`config.mk`:
```
export PLATFORM = sky130hd
export DESIGN_NAME = ms_check_unit
export DESIGN_NICKNAME = d
export VERILOG_FILES = /design/src/rtl/ms_check_unit.sv
export SDC_FILE = /design/constraint.sdc
export NUM_CORES = 1
export LEC_CHECK = 0
export ABC_AREA = 1
export BUFFER_PORTS_ARGS = -buffer_cell sky130_fd_sc_hd__buf_2
export CAP_MARGIN = 20
export CORE_ASPECT_RATIO = 2
export CORE_MARGIN = 2
export CORE_UTILIZATION = 57
export CTS_CLUSTER_DIAMETER = 50
export CTS_CLUSTER_SIZE = 16
export DETAILED_ROUTE_END_ITERATION = 12
export PLACE_DENSITY_LB_ADDON = 0.3
export SYNTH_ARGS = -nofsm -noshare
export SYNTH_HDL_FRONTEND = slang
export SYNTH_SLANG_ARGS = --single-unit
export TNS_END_PERCENT = 100
```
`constraint.sdc`:
```
create_clock -name clk -period 2.1 [get_ports clk]
set_clock_uncertainty 0.05 [all_clocks]
set_input_delay 0.42 -clock clk [delete_from_list [all_inputs] [get_ports clk]]
set_output_delay 0.42 -clock clk [all_outputs]
set_load 0.01 [all_outputs]
```
`src/rtl/ms_check_unit.sv`:
```
module ms_check_unit #(
  parameter int MSG_W   = 5,
  parameter int DEG_MAX = 32
) (
  input  logic                         clk,
  input  logic                         rst_n,
  input  logic                         beta_wr,
  input  logic [MSG_W-2:0]             beta_din,
  input  logic                         in_valid,
  input  logic                         start,
  input  logic                         in_last,
  input  logic                         in_null,
  input  logic [MSG_W-1:0]             in_msg,
  output logic                         fs_done,
  output logic                         fs_valid,
  output logic [MSG_W-2:0]             fs_min1,
  output logic [MSG_W-2:0]             fs_min2,
  output logic [$clog2(DEG_MAX)-1:0]   fs_idx,
  output logic                         fs_sign
);
  localparam int MAG_W = MSG_W - 1;
  localparam int IDX_W = $clog2(DEG_MAX);
  localparam logic [MAG_W-1:0] MAG_MAX = {MAG_W{1'b1}};
  localparam logic [IDX_W-1:0] IDX_TOP = IDX_W'(DEG_MAX - 1);

  logic [MAG_W-1:0] beta_q;
  logic [MAG_W-1:0] ps_m1, ps_m2;
  logic [IDX_W-1:0] ps_idx, ps_cnt;
  logic             ps_sign, last_q;

  // two's complement to sign-magnitude, -2^(W-1) saturates
  wire             raw_sgn  = in_msg[MSG_W-1];
  wire [MSG_W-1:0] raw_abs  = raw_sgn ? (~in_msg + 1'b1) : in_msg;
  wire [MAG_W-1:0] raw_mag  = raw_abs[MSG_W-1] ? MAG_MAX : raw_abs[MAG_W-1:0];
  wire [MAG_W-1:0] eff_mag  = in_null ? MAG_MAX : raw_mag;
  wire             eff_sgn  = in_null ? 1'b0 : raw_sgn;

  wire [MAG_W-1:0] b_m1   = start ? MAG_MAX : ps_m1;
  wire [MAG_W-1:0] b_m2   = start ? MAG_MAX : ps_m2;
  wire [IDX_W-1:0] b_idx  = start ? '0 : ps_idx;
  wire             b_sign = start ? 1'b0 : ps_sign;
  wire [IDX_W-1:0] pos    = start ? '0 : ps_cnt;

  wire lt_m1 = eff_mag < b_m1;
  wire lt_m2 = eff_mag < b_m2;

  wire [MAG_W-1:0] cor_m1 = (ps_m1 > beta_q) ? ps_m1 - beta_q : '0;
  wire [MAG_W-1:0] cor_m2 = (ps_m2 > beta_q) ? ps_m2 - beta_q : '0;

  always_ff @(posedge clk or negedge rst_n) begin
    if (!rst_n) beta_q <= '0;
    else if (beta_wr) beta_q <= beta_din;
  end

  always_ff @(posedge clk or negedge rst_n) begin
    if (!rst_n) begin
      ps_m1   <= MAG_MAX;
      ps_m2   <= MAG_MAX;
      ps_idx  <= '0;
      ps_cnt  <= '0;
      ps_sign <= 1'b0;
      last_q  <= 1'b0;
    end else begin
      last_q <= in_valid && in_last;
      if (in_valid) begin
        ps_sign <= b_sign ^ eff_sgn;
        ps_cnt  <= (pos == IDX_TOP) ? IDX_TOP : pos + 1'b1;
        if (lt_m1) begin
          ps_m1  <= eff_mag;
          ps_m2  <= b_m1;
          ps_idx <= pos;
        end else begin
          ps_m1  <= b_m1;
          ps_m2  <= lt_m2 ? eff_mag : b_m2;
          ps_idx <= b_idx;
        end
      end
    end
  end

  always_ff @(posedge clk or negedge rst_n) begin
    if (!rst_n) begin
      fs_done  <= 1'b0;
      fs_valid <= 1'b0;
      fs_min1  <= '0;
      fs_min2  <= '0;
      fs_idx   <= '0;
      fs_sign  <= 1'b0;
    end else begin
      fs_done <= last_q;
      if (last_q) begin
        fs_valid <= 1'b1;
        fs_min1  <= cor_m1;
        fs_min2  <= cor_m2;
        fs_idx   <= ps_idx;
        fs_sign  <= ps_sign;
      end
    end
  end

  assert_ps_order_R3: assert property (@(posedge clk) disable iff (!rst_n)
    ps_m1 <= ps_m2);

  assert_done_latency_R7: assert property (@(posedge clk) disable iff (!rst_n)
    (in_valid && in_last) |=> ##1 (fs_done && fs_valid));

  assert_fs_hold_R7: assert property (@(posedge clk) disable iff (!rst_n)
    !(in_valid && in_last) |=> ##1 ($stable(fs_min1) && $stable(fs_min2) &&
                                    $stable(fs_idx) && $stable(fs_sign) && !fs_done));

  assert_null_inert_R9: assert property (@(posedge clk) disable iff (!rst_n)
    (in_valid && in_null && !start) |=> ($stable(ps_sign) && $stable(ps_m1) && $stable(ps_idx)));

endmodule

```
==> summary.md <==
| Metric | Value |
|---|---|
| Largest net degree at the start of global routing | `41` |
| Nets | `about 350` |
| Mapped Nets | `~320` |
| Initial Utilization | `59.1%` |
| Synth Cell Area | `2270 µm²` |
| Final hold violations | `0` |
| Flop pwr share | `44.3%` |
| Vias | `approximately 1900` |
| Detailed Route Iter0 Violations | `40` |
| Total Power | `2260 µW` |
| Hold Worst Slack | `0.116 ns` |
| FP Rows | `32` |
| Req. time, crit path | `2.21 ns` |
| Num CTS Buffers | `5` |
| Most common cell after layout, fill and taps aside | `nand2_1` |
| Switching Fraction | `32.3%` |
| Gr usage total | `22.1%` |
| Max-slew violations | `0` |
| Drt total wl | `about 4400 µm` |
| CTS Buffer Depth | `2` |
| Port bufs | `31` |
| Initial antenna violation count | `0` |
| Synth Instances | `slightly below 300` |
| Layout cells sized above 1 | `21.5%` |
| Pre-Repair DR Iteration Count | `4` |
| Die X | `around 49 µm` |
| Setup ws final | `approximately 0.29 ns` |
| Pwr/cell area | `roughly 870 nW/µm²` |
| Net Switching | `between 700 and 800 µW` |
| Drc violations | `0` |
| # setup viols final | `0` |
| Leakage Power | `roughly 0.0014 µW` |
| Ant diodes | `0` |
| Crit path arrival time | `1.92 ns` |
| First-pass GRT wire length | `7940 µm` |
| Grt total ovfl | `0` |
| Fin crit share | `86.2%` |
| CP Launch Type | `register` |
| RR Startpoint | `beta_q[0]` |
| DP Wirelength | `roughly 3400 µm` |
| Clock power frac | `27.9%` |
| I/O pins | `32` |
| Register bit count reported by yosys | `40` |
| Fmax | `552 MHz` |
| Clk slew on worst S/H paths | `0.08 ns` |
| Critical path class | `register to register` |
| Die Span Y | `93.3 µm` |
| Clock Sinks | `40` |
| Commonest non-fill, non-tap cells in the layout | `82 x nand2_1, 42 x inv_1, 32 x dfrtp_1, 31 x buf_2, 24 x nor2_1` |
| Dpl ws | `-0.0199 ns` |
| Worst Setup SP | `beta_q[0]` |
| Syn-to-layout area delta | `14.5%` |
| Post-synth top area cell | `dfrtp_1` |
| CTS tree | `done` |
| Synth cell types | `32` |
| CTS hold repair buffers | `0` |
| Vias in the first global route | `roughly 1900` |
| PostCTS Resize Cnt | `0` |
| Status | `completed` |
| Core area | `3840 µm²` |
| Cell internal pwr | `1530 µW` |
| Crit-path max FO | `4` |
| GPL Wtd Cong | `around 0.90` |
| Worst skew pair latency | `0.29 ns` |
| Peak supply drop | `0.000519 V` |
| RSZ-0062 raised after global routing | `false` |
| Post-CTS setup repair buffer count | `0` |
| DIE AREA | `4540 µm²` |
| Ranking of synthesized cells by area | `dfrtp_1 35%, nand2_1 14%, dfstp_2 9.3%` |
| Fill count | `357` |
| Wire length per cell | `~12 µm` |
| Combinational Power Share | `27.9%` |
| Minimum clock period after layout | `1.81 ns` |
| Vias per cell | `5.11` |
| Post-route ant nets | `0` |
| Setup_tns | `0 ns` |
| H-tree depth | `2` |
| CP Capture Type | `register` |
| HP Class | `input pin to async pin` |
| Synth top area share | `roughly a third` |
| Synth Area per Inst | `7.86 µm²` |
| Sequential area share after synthesis | `about 45%` |
| Max-slew headroom | `about 68%` |
| Max-capacitance violation count | `0` |
| Root buf cell | `clkbuf_8` |
| Yosys warning count | `0` |
| Worst-margin pin slew | `0.484 ns` |
==> cells by family after synthesis <==
logic type	after synthesis	synth area share, %
AOI/OAI and AO/OA	44	11.1
muxes	1	0.496
adders and majority gates	12	7.27
buffers and inverters	53	9.26
and+or+nand+nor	133	25.0
DFF	40	44.5
xor gates and xnor gates	6	2.31
==> power groups by stage <==
| stage | Sequential, µW | Combinational (µW) | Clock (µW) |
|---|---|---|---|
| final | 1000 | 630 | 630 |
| after global routing | 1020 | 722 | 677 |
| after CTS | 1000 | 637 | 643 |
| after detailed placement | 1020 | 633 | 0 |
| after global placement | 1010 | 612 | 0 |
| after floorplan | 1040 | 415 | 0 |
==> final cells by class <==
type / count / area (µm²) / area share [%]
clock buffer: 5 / 68.8 / 2.65
clock inverter: 3 / 47.5 / 1.83
inverter: 48 / 181 / 6.98
multi-input combinational: 196 / 1050 / 40.4
sequential: 40 / 1010 / 38.9
tap: 51 / 63.8 / 2.45
timing repair buffer: 34 / 178 / 6.83
==> state kept, by name (all words and copies together), names as in the netlist <==
| name | count |
|---|---|
| fs_idx | 5 |
| ps_cnt | 5 |
| ps_idx | 5 |
| beta_q | 4 |
| fs_min1 | 4 |
| fs_min2 | 4 |
| ps_m1 | 4 |
| ps_m2 | 4 |
| fs_done | 1 |
| fs_sign | 1 |
| fs_valid | 1 |
| last_q | 1 |
| ps_sign | 1 |
==> critical path, stage by stage, from the launching register on <==
cell and delay [ns]:
dfrtp_1 0.40, ha_1 0.18, inv_1 0.05, fa_1 0.39, a21oi_1 0.15, nor2_1 0.06, o221ai_1 0.28, o21ai_0 0.13
==> final timing paths <==
check                      slack, ns         end  depth (start not counted)
min reg2reg                     0.43    fs_valid                          1
max reg2reg                     0.29  fs_min2[2]                          7
max                             0.29  fs_min2[2]                          7
max in group asynchronous       1.52    ps_m1[0]                          2
min in group clk                0.28   beta_q[1]                          3
min                             0.12  fs_min2[1]                          2
==> synth_stat cells <==
cell       n
a21oi_1   10
dfrtp_1   32
o21ai_1    4
o21ai_0   20
clkinv_1   1
nand3_1   15
ha_1      10
xor2_1     4
buf_6      1
nor3_1     1
buf_2      2
inv_1     42
a32oi_1    1
nand2_4    1
or2_2      1
fa_1       2
nand3_2    4
xnor2_1    2
nand3b_1   1
dfstp_2    8
nand2_1   82
nand2_2    4
o21ai_2    3
clkinv_2   1
inv_2      4
nor2_1    24
o221ai_1   2
a22oi_1    2
clkbuf_1   2
mux2_2     1
a21oi_2    1
o22ai_1    1
==> metrics by stage <==
stage                     std cells  utilization, %  instance area, µm²
after detailed placement        369            64.6                2480
final                           377            67.6                2600
after CTS                       377            67.6                2600
after floorplan                 289               -                2270
after global placement          369            64.6                2480
after global routing            377            67.6                2600
==> layer usage <==
layer	global-route usage, %	wire length [µm]
met2	42.9	2490
met5	0	0
met4	11.4	98
met1	22.4	1670
met3	2.40	142
Note: power is estimated with default switching activity, not from simulation.
